$ cat config.mk
export PLATFORM = sky130hd
export DESIGN_NAME = irq_dispatch
export DESIGN_NICKNAME = d
export VERILOG_FILES = /design/src/rtl/irqd_pkg.sv /design/src/rtl/irqd_check.sv /design/src/rtl/irqd_line.sv /design/src/rtl/irqd_msg.sv /design/src/rtl/irq_dispatch.sv
export SDC_FILE = /design/constraint.sdc
export NUM_CORES = 1
export LEC_CHECK = 0
export BUFFER_PORTS_ARGS = -buffer_cell sky130_fd_sc_hd__buf_2
export CAP_MARGIN = 10
export CORE_UTILIZATION = 51
export DETAILED_ROUTE_END_ITERATION = 16
export GPL_TIMING_DRIVEN = 0
export PLACE_DENSITY = 0.81
export SYNTH_ARGS = -nofsm -noshare
export SYNTH_HDL_FRONTEND = slang
export SYNTH_HIERARCHICAL = 1
export SYNTH_SLANG_ARGS = --single-unit
$ cat constraint.sdc
create_clock -name clk -period 7.1 [get_ports clk]
set_clock_uncertainty 0.05 [all_clocks]
set_input_delay 0.355 -clock clk [delete_from_list [all_inputs] [get_ports clk]]
set_output_delay 0.355 -clock clk [all_outputs]
set_load 0.005 [all_outputs]
$ cat src/rtl/irqd_pkg.sv
// Package: shared types for the interrupt dispatcher.
// Assumes: the kind codes below are the only ones the checker produces.
package irqd_pkg;

    // Resolved request class after range checking
    typedef enum logic [1:0] {
        KIND_LEGACY = 2'd0,
        KIND_MSI    = 2'd1,
        KIND_MSIX   = 2'd2,
        KIND_BAD    = 2'd3
    } irq_kind_e;

endpackage

$ cat src/rtl/irqd_check.sv
// Module: irqd_check
// Sorts an incoming kind code and number into legacy, MSI, MSI-X or bad.
// Assumes: MSI_MAX and MSIX_MAX both fit in NUM_W bits; purely combinational.
module irqd_check
    import irqd_pkg::*;
#(
    parameter int TYPE_W   = 4,
    parameter int NUM_W    = 12,
    parameter int MSI_MAX  = 32,
    parameter int MSIX_MAX = 2048
) (
    input  logic [TYPE_W-1:0] irq_type,
    input  logic [NUM_W-1:0]  irq_num,
    output irq_kind_e         kind
);

    localparam logic [NUM_W-1:0]  MSI_LIM   = NUM_W'(MSI_MAX);
    localparam logic [NUM_W-1:0]  MSIX_LIM  = NUM_W'(MSIX_MAX);
    localparam logic [TYPE_W-1:0] CODE_LEG  = TYPE_W'(0);
    localparam logic [TYPE_W-1:0] CODE_MSI  = TYPE_W'(1);
    localparam logic [TYPE_W-1:0] CODE_MSIX = TYPE_W'(2);

    logic num_zero;

    // Purpose: zero detect shared by all three range checks
    always_comb num_zero = (irq_num == '0);

    // Purpose: classify the request by kind code and legal number range
    always_comb begin
        kind = KIND_BAD;
        if (irq_type == CODE_LEG) begin
            if (num_zero) kind = KIND_LEGACY;
        end else if (irq_type == CODE_MSI) begin
            if (!num_zero && irq_num <= MSI_LIM) kind = KIND_MSI;
        end else if (irq_type == CODE_MSIX) begin
            if (!num_zero && irq_num <= MSIX_LIM) kind = KIND_MSIX;
        end
    end

endmodule

$ cat src/rtl/irqd_line.sv
// Module: irqd_line
// Level-type legacy interrupt line: set by a request, cleared by the host.
// Assumes: set has priority over clear in the same cycle.
module irqd_line (
    input  logic clk,
    input  logic rst_n,
    input  logic set,
    input  logic clear,
    output logic line
);

    // Purpose: hold the line level between a set and a host clear
    always_ff @(posedge clk) begin
        if (!rst_n)     line <= 1'b0;
        else if (set)   line <= 1'b1;
        else if (clear) line <= 1'b0;
    end

    // the line is not dropped without a clear
    assert_line_hold_R7: assert property (@(posedge clk) disable iff (!rst_n)
        line && !clear |=> line);

    // a set always wins, even against a clear
    assert_set_wins_R7: assert property (@(posedge clk) disable iff (!rst_n)
        set |=> line);

endmodule

$ cat src/rtl/irqd_msg.sv
// Module: irqd_msg
// Holds one message interrupt request and offers it with valid/ready.
// Assumes: load is only raised while no request is pending.
module irqd_msg #(
    parameter int VEC_W = 11
) (
    input  logic             clk,
    input  logic             rst_n,
    input  logic             load,
    input  logic             load_msix,
    input  logic [VEC_W-1:0] load_vec,
    input  logic             msg_ready,
    output logic             msg_valid,
    output logic             msg_is_msix,
    output logic [VEC_W-1:0] msg_vector,
    output logic             fire
);

    // Purpose: a transfer completes when the request is offered and taken
    always_comb fire = msg_valid && msg_ready;

    // Purpose: pending flag, set on load and dropped on transfer
    always_ff @(posedge clk) begin
        if (!rst_n)    msg_valid <= 1'b0;
        else if (load) msg_valid <= 1'b1;
        else if (fire) msg_valid <= 1'b0;
    end

    // Purpose: capture the payload only on load so it stays stable
    always_ff @(posedge clk) begin
        if (!rst_n) begin
            msg_is_msix <= 1'b0;
            msg_vector  <= '0;
        end else if (load) begin
            msg_is_msix <= load_msix;
            msg_vector  <= load_vec;
        end
    end

    // an offered request is held with its payload until accepted
    assert_msg_hold_R8: assert property (@(posedge clk) disable iff (!rst_n)
        msg_valid && !msg_ready |=> msg_valid && $stable(msg_vector) && $stable(msg_is_msix));

    // a single transfer per request
    assert_msg_once_R8: assert property (@(posedge clk) disable iff (!rst_n)
        fire |=> !msg_valid);

endmodule

$ cat src/rtl/irq_dispatch.sv
// Module: irq_dispatch (top)
// Takes one interrupt request at a time from a command engine, checks it,
// then raises the legacy line or offers an MSI / MSI-X message. It answers
// with a done or an error pulse.
// Assumes: MSI_MAX <= MSIX_MAX, NUM_W >= VEC_W, TYPE_W >= 2.
module irq_dispatch
    import irqd_pkg::*;
#(
    parameter int TYPE_W   = 4,
    parameter int NUM_W    = 12,
    parameter int MSI_MAX  = 32,
    parameter int MSIX_MAX = 2048,
    localparam int VEC_W   = $clog2(MSIX_MAX)
) (
    input  logic              clk,
    input  logic              rst_n,
    input  logic              req_valid,
    output logic              req_ready,
    input  logic [TYPE_W-1:0] irq_type,
    input  logic [NUM_W-1:0]  irq_num,
    output logic              done,
    output logic              err,
    output logic              intx_line,
    input  logic              intx_clear,
    output logic              msg_valid,
    input  logic              msg_ready,
    output logic              msg_is_msix,
    output logic [VEC_W-1:0]  msg_vector
);

    irq_kind_e        kind;
    logic             accept;
    logic             set_line;
    logic             load_msg;
    logic             fire;
    logic [VEC_W-1:0] vec_m1;

    // Purpose: range check of the offered request
    irqd_check #(
        .TYPE_W  (TYPE_W),
        .NUM_W   (NUM_W),
        .MSI_MAX (MSI_MAX),
        .MSIX_MAX(MSIX_MAX)
    ) u_check (
        .irq_type(irq_type),
        .irq_num (irq_num),
        .kind    (kind)
    );

    // Purpose: accept only while no message is waiting for the builder
    always_comb begin
        req_ready = !msg_valid;
        accept    = req_valid && req_ready;
        set_line  = accept && (kind == KIND_LEGACY);
        load_msg  = accept && (kind == KIND_MSI || kind == KIND_MSIX);
        vec_m1    = VEC_W'(irq_num - NUM_W'(1));
    end

    // Purpose: legacy level line
    irqd_line u_line (
        .clk  (clk),
        .rst_n(rst_n),
        .set  (set_line),
        .clear(intx_clear),
        .line (intx_line)
    );

    // Purpose: message request holder with handshake
    irqd_msg #(
        .VEC_W(VEC_W)
    ) u_msg (
        .clk        (clk),
        .rst_n      (rst_n),
        .load       (load_msg),
        .load_msix  (kind == KIND_MSIX),
        .load_vec   (vec_m1),
        .msg_ready  (msg_ready),
        .msg_valid  (msg_valid),
        .msg_is_msix(msg_is_msix),
        .msg_vector (msg_vector),
        .fire       (fire)
    );

    // Purpose: one-cycle completion and rejection pulses to the engine
    always_ff @(posedge clk) begin
        if (!rst_n) begin
            done <= 1'b0;
            err  <= 1'b0;
        end else begin
            done <= set_line || fire;
            err  <= accept && (kind == KIND_BAD);
        end
    end

    // never report success and failure together
    assert_done_err_excl_R6: assert property (@(posedge clk) disable iff (!rst_n)
        !(done && err));

    // a finished message transfer is reported next cycle
    assert_done_after_fire_R6: assert property (@(posedge clk) disable iff (!rst_n)
        fire |=> done);

    // nothing completes while a message waits
    assert_busy_quiet_R9: assert property (@(posedge clk) disable iff (!rst_n)
        msg_valid && !msg_ready |=> !done && !err);

    // a rejected request has no message outstanding
    assert_err_no_msg_R5: assert property (@(posedge clk) disable iff (!rst_n)
        err |-> !msg_valid);

    // an MSI vector stays inside the MSI range
    assert_msi_range_R3: assert property (@(posedge clk) disable iff (!rst_n)
        msg_valid && !msg_is_msix |-> msg_vector < VEC_W'(MSI_MAX));

endmodule

Word level (Yosys, flattened, before mapping)
Cells that the tools add are included.

Reduce and logical (&&, ||, !) cells: 16. $add $sub $neg: 1. Bitwise gates (word level): 0. Shifts and indexed selects: 0. $mul: 0. Order comparisons: 2. Eq/ne operators: 5. Mux-type cells: 10. Div/mod/pow operators: 0.

Operator list (number): $le A12 B12 Y1 const B (1); $le A12 B6 Y1 const B (1); $logic_not A12 Y1 (1); $sub A11 B1 Y11 const B (1); $mux W2 (5); $logic_and A1 B1 Y1 (7); $mux W1 (5); $eq A2 B2 Y1 const B (2); $eq A4 B1 Y1 const B (1); $eq A4 B2 Y1 const B (1); $logic_not A4 Y1 (1); $reduce_bool A2 Y1 (2); $eq A2 B1 Y1 const B (1); $logic_not A1 Y1 (2); $logic_not A2 Y1 (1); $logic_or A1 B1 Y1 (2).

Memory bits (read-only): 0. Memories kept: 0. Flip-flop bits (word level): 16. Output and inout bits: 17. Memory bits (writable): 0. Bits in latches: 0. Logic and storage cells: 40. Bits of input ports: 21.

Logic depth before layout (Yosys ltp)
Depth in word-level cells: 11. Depth in mapped cells: 11.

Modules after synthesis
The synthesis kept the hierarchy.

By module, submodules not included: irqd_msg (cells each 43, seq. area each 260.2 um^2, times used 1, area an instance 510.5 um^2); irq_dispatch (cells each 38, seq. area each 40.0 um^2, times used 1, area an instance 300.3 um^2); irqd_check (cells each 19, seq. area each 0.0 um^2, times used 1, area an instance 110.1 um^2); irqd_line (cells each 3, seq. area each 20.0 um^2, times used 1, area an instance 41.3 um^2).

Least setup slack after synthesis
OpenSTA, ideal clock, no wires.

Kind: input to register. Start: input port irq_num[0]. End: register u_msg.msg_vector[4]. Arrival time: 2.635 ns. Data required time: 6.934 ns. Stages on the path: 11. Slack: 4.299 ns. Setup time: 0.116 ns. Path through: or4_1 or3_4 o2111a_1 nor3_1 inv_1 ha_1 and2_1 buf_6 buf_12 mux2i_1 nor2b_1.

Word-level cells in the longest chain between the ends: 10. Elaborated cells on any way between the ends: 17. Classes of those cells: 1 x add/sub; 2 x order compare; 2 x eq/ne; 6 x mux; 6 x reduce/logical.

RTL lines: start: declaration (RTL line irq_dispatch.sv:20) `input logic [NUM_W-1:0] irq_num,`; branches (longest 6 deep; another with $le A12 B12 Y1); $mux W2 * (RTL line irqd_check.sv:31) `if (irq_type == CODE_LEG) begin`; via kind[0] (RTL line irq_dispatch.sv:31) `irq_kind_e kind;`; $eq A2 B1 Y1 or $eq A2 B2 Y1 (tied branches) (RTL line irq_dispatch.sv:55) `load_msg = accept && (kind == KIND_MSI || kind == KIND_MSIX);`; $logic_or A1 B1 Y1 * (RTL line irq_dispatch.sv:55); $logic_and A1 B1 Y1 * (RTL line irq_dispatch.sv:55); via load_msg (RTL line irq_dispatch.sv:34) `logic load_msg;`; end signal: assignment (RTL line irqd_msg.sv:36) `msg_vector <= load_vec;`; end: declaration (RTL line irqd_msg.sv:15) `output logic [VEC_W-1:0] msg_vector,`.

Mark *: on every way through the listed nets, which the timed path passes. A chain may end at the register's enable or synchronous reset.

Worst setup path in the final report
Ends and elaborated chain as after synthesis.

==> summary.md <==
| Metric | Value |
|---|---|
| Status | `finished, final reports clean` |
| Share of layout cells above drive strength 1 | `34.0%` |
| GRT overflow | `0` |
| Arrival time worst endpoint | `about 3000 ps` |
| Clk buf depth | `2` |
| Sink Count | `16` |
| Vias in the first global route | `752` |
| Final worst path period share | `40.2%` |
| # fillers | `150` |
| Slew @ Worst Pin | `roughly 490 ps` |
| Hold Fails Final Rpt | `0` |
| Clk root buf | `clkbuf_4` |
| Sequential cell fraction of total power | `52.3%` |
| Largest net degree at the start of global routing | `11` |
| Setup Viol. Count Final | `0` |
| Mux cell area share after synthesis | `12.5%` |
| Simple-Gate Fraction of Synth Area | `29.6%` |
| Pwr dens | `between 100 and 150 mW/mm^2` |
| Fraction of registers with async set/reset | `0%` |
| Ys Warns | `6` |
| Most frequent cells in the layout | `buf_2, dfxtp_1, nor2b_1, mux2i_1, inv_1` |
| Share of total power in combinational logic | `about 13%` |
| DRT iter0 DRCs | `5` |
| DR vias | `834` |
| CTS tree | `done` |
| Post-CTS Resized | `0` |
| Worst-path maximum fanout | `10` |
| First-pass GRT wire length | `3180 microns` |
| Avg Inst Size Synth | `9.34 sq um` |
| Fin crit period | `2850 ps` |
| Core area | `0.00175 sq mm` |
| Hold Buf Count CTS | `0` |
| Post-synth EDFFs | `0` |
| Clk_lat worst skew | `290 ps` |
| Crit path cell chain | `buf_2 > or4_1 > or3_4 > o2111a_1 > nor3_1 > inv_1 > ha_1 > and2_1 > buf_6 > buf_12 > mux2i_1 > nor2b_1` |
| Port Buffer Count | `37` |
| Post-route antenna net violation count | `0` |
| Clk pin slew, worst setup/hold paths | `90 ps` |
| Crit path kind | `primary input to register` |
| Syn Std Cell Area | `slightly below 0.001 sq mm` |
| HPWL after DPL | `between 1500 and 2000 microns` |
| Post-synthesis adder-cell area fraction | `5.20%` |
| Vias per cell | `about 4.9` |
| Synth Area in Compound Gates | `5.72%` |
| RSZ-0062 raised after global routing | `false` |
| Wire per inst | `about 12 microns` |
| Post-synthesis sequential area ratio | `33.3%` |
| Fin nets | `170` |
| Internal | `133 uW` |
| Synth Area in XOR/XNOR | `7.28%` |
| Routability cong. | `about 0.76` |
| Sw Share | `23.7%` |
| I/O pins | `38` |
| WP data required | `between 7000 and 8000 ps` |
| Max stage delay cell, worst path | `or4_1` |
| LEAKAGE | `0.000543 uW` |
| Max Clk Rate | `350 MHz` |
| Multi-input logic area | `581 sq um` |
| CP endpoint kind | `register` |
| Yosys cell types | `30` |
| Worst slack at placement | `3920 ps` |
| FF+latch area | `320 sq um` |
| Hold crit path type | `primary input to register` |
| Startpoint type of the worst setup path | `primary input` |
| Largest family of logic cells by synthesized area | `simple AND/OR/NAND/NOR gates` |
| H-tree levels | `1` |
| Commonest non-fill, non-tap cell in the layout | `buf_2` |
| Total Power | `174 uW` |
| Area growth from synthesis to layout | `26.3%` |
| Slew Limit Fails | `0` |
| Final WS setup | `4250 ps` |
| Max-cap viol count | `0` |
| Die Y-Extent | `45.4 microns` |
| Synthesized netlist cell count | `103` |
| Initial antenna violation count | `0` |
| Aggregate routed wire length | `1960 microns` |
| Die width | `45.4 microns` |
| Total clock buffers created by CTS | `3` |
| Psw | `slightly above 40 uW` |
| # DRC | `0` |
| Setup bufs post-CTS | `0` |
| Slew HR | `67.1%` |
| Rows | `15` |
| Clock network power share | `roughly 34%` |
| Setup TNS | `0 ps` |
| Syn_nets | `~130` |
| GRT Total Usage | `a little over a fifth` |
| Synth Flop Type | `dfxtp_1` |
| DR pass1 iterations | `2` |
| Initial core utilization | `between 50% and 60%` |
| Seq cells post-synth | `16` |
| Die area | `0.00206 sq mm` |
| VDD IR max | `0.000122 V` |
| Antenna diode count | `0` |
| CP peak stage delay | `roughly 550 ps` |
[metrics by stage]
stage                     hold slack [ps]  utilization, %  area, sq um  cells
after global placement                440            67.5         1180    165
after CTS                             284            69.6         1210    169
after floorplan                       422               -          962    103
after detailed placement              452            67.5         1180    165
after global routing                  294            69.6         1210    169
final                                 289            69.6         1210    169
[critical path, delay by kind of cell]
| kind | cells | cell delay (ps) |
|---|---|---|
| multiplexers | 1 | 190 |
| AND/OR/NAND/NOR | 5 | 1430 |
| AO/OA/AOI/OAI | 1 | 240 |
| buffers and inverters | 4 | 500 |
| adder cells (fa/ha/maj) | 1 | 290 |
[cell families after synthesis]
kind of cell               Yosys count
AOI/OAI and AO/OA                    7
adders and majority gates            4
DFF                                 16
buffers and inverters               10
xor gates and xnor gates             8
and+or+nand+nor                     46
muxes                               12
[path summary, 6_finish.rpt]
path                             from             endpoint  slack [ps]  depth (start not counted)
hold reg to reg   u_msg/msg_vector[0]  u_msg/msg_vector[0]         470                          2
setup reg to reg      u_msg/msg_valid  u_msg/msg_vector[4]        5780                          6
hold / removal                  rst_n                 done         290                          2
setup / recovery           irq_num[0]  u_msg/msg_vector[4]        4250                         12
[area by class of cell]
cell class / instances / area share, %
inverter: 7 / 2.16
multi-input combinational: 77 / 47.8
buffer: 3 / 2.88
timing repair buffer: 37 / 15.2
sequential: 16 / 26.4
tap: 25 / 2.57
clock buffer: 4 / 2.99
[metal layers]
metal  share of wire, %  vias to the layer above  wire, microns  GRT usage [%]
li1                   -                      434              -              -
met1                 42                      370            828           25.6
met2                 49                       24            966           36.9
met3                6.4                        6            126           7.54
met4                1.9                        0             38           7.88
met5                  0                        -              0              0
[cell usage after synthesis (2+ instances only)]
master | count | area share [%]
mux2i_1 | 12 | 12
nor4_1 | 2 | 1.3
nor2b_1 | 14 | 9.1
nand3_1 | 2 | 1.0
nand2_1 | 5 | 2.0
nor2_1 | 6 | 2.3
xor2_1 | 5 | 4.6
nor3_1 | 5 | 2.6
dfxtp_1 | 16 | 33
xnor2_1 | 3 | 2.7
ha_1 | 4 | 5.2
and2_1 | 3 | 2.0
inv_1 | 7 | 2.7
o21a_1 | 3 | 2.3
[state kept, by name, indices dropped and copies added (netlist names)]
name               flops
u_msg/msg_vector      11
done                   1
err                    1
u_line/line            1
u_msg/msg_is_msix      1
u_msg/msg_valid        1
[power groups by stage]
stage | Combinational (uW) | Sequential (uW) | Clock (uW)
floorplan | 10.4 | 93.1 | 0
detailed placement | 23.2 | 93.0 | 0
finish | 23.2 | 90.9 | 59.8
global placement | 22.0 | 93.0 | 0
CTS | 23.3 | 90.9 | 62.5
global route | 25.8 | 91.0 | 65.9
(Power assumes the default switching activity.)
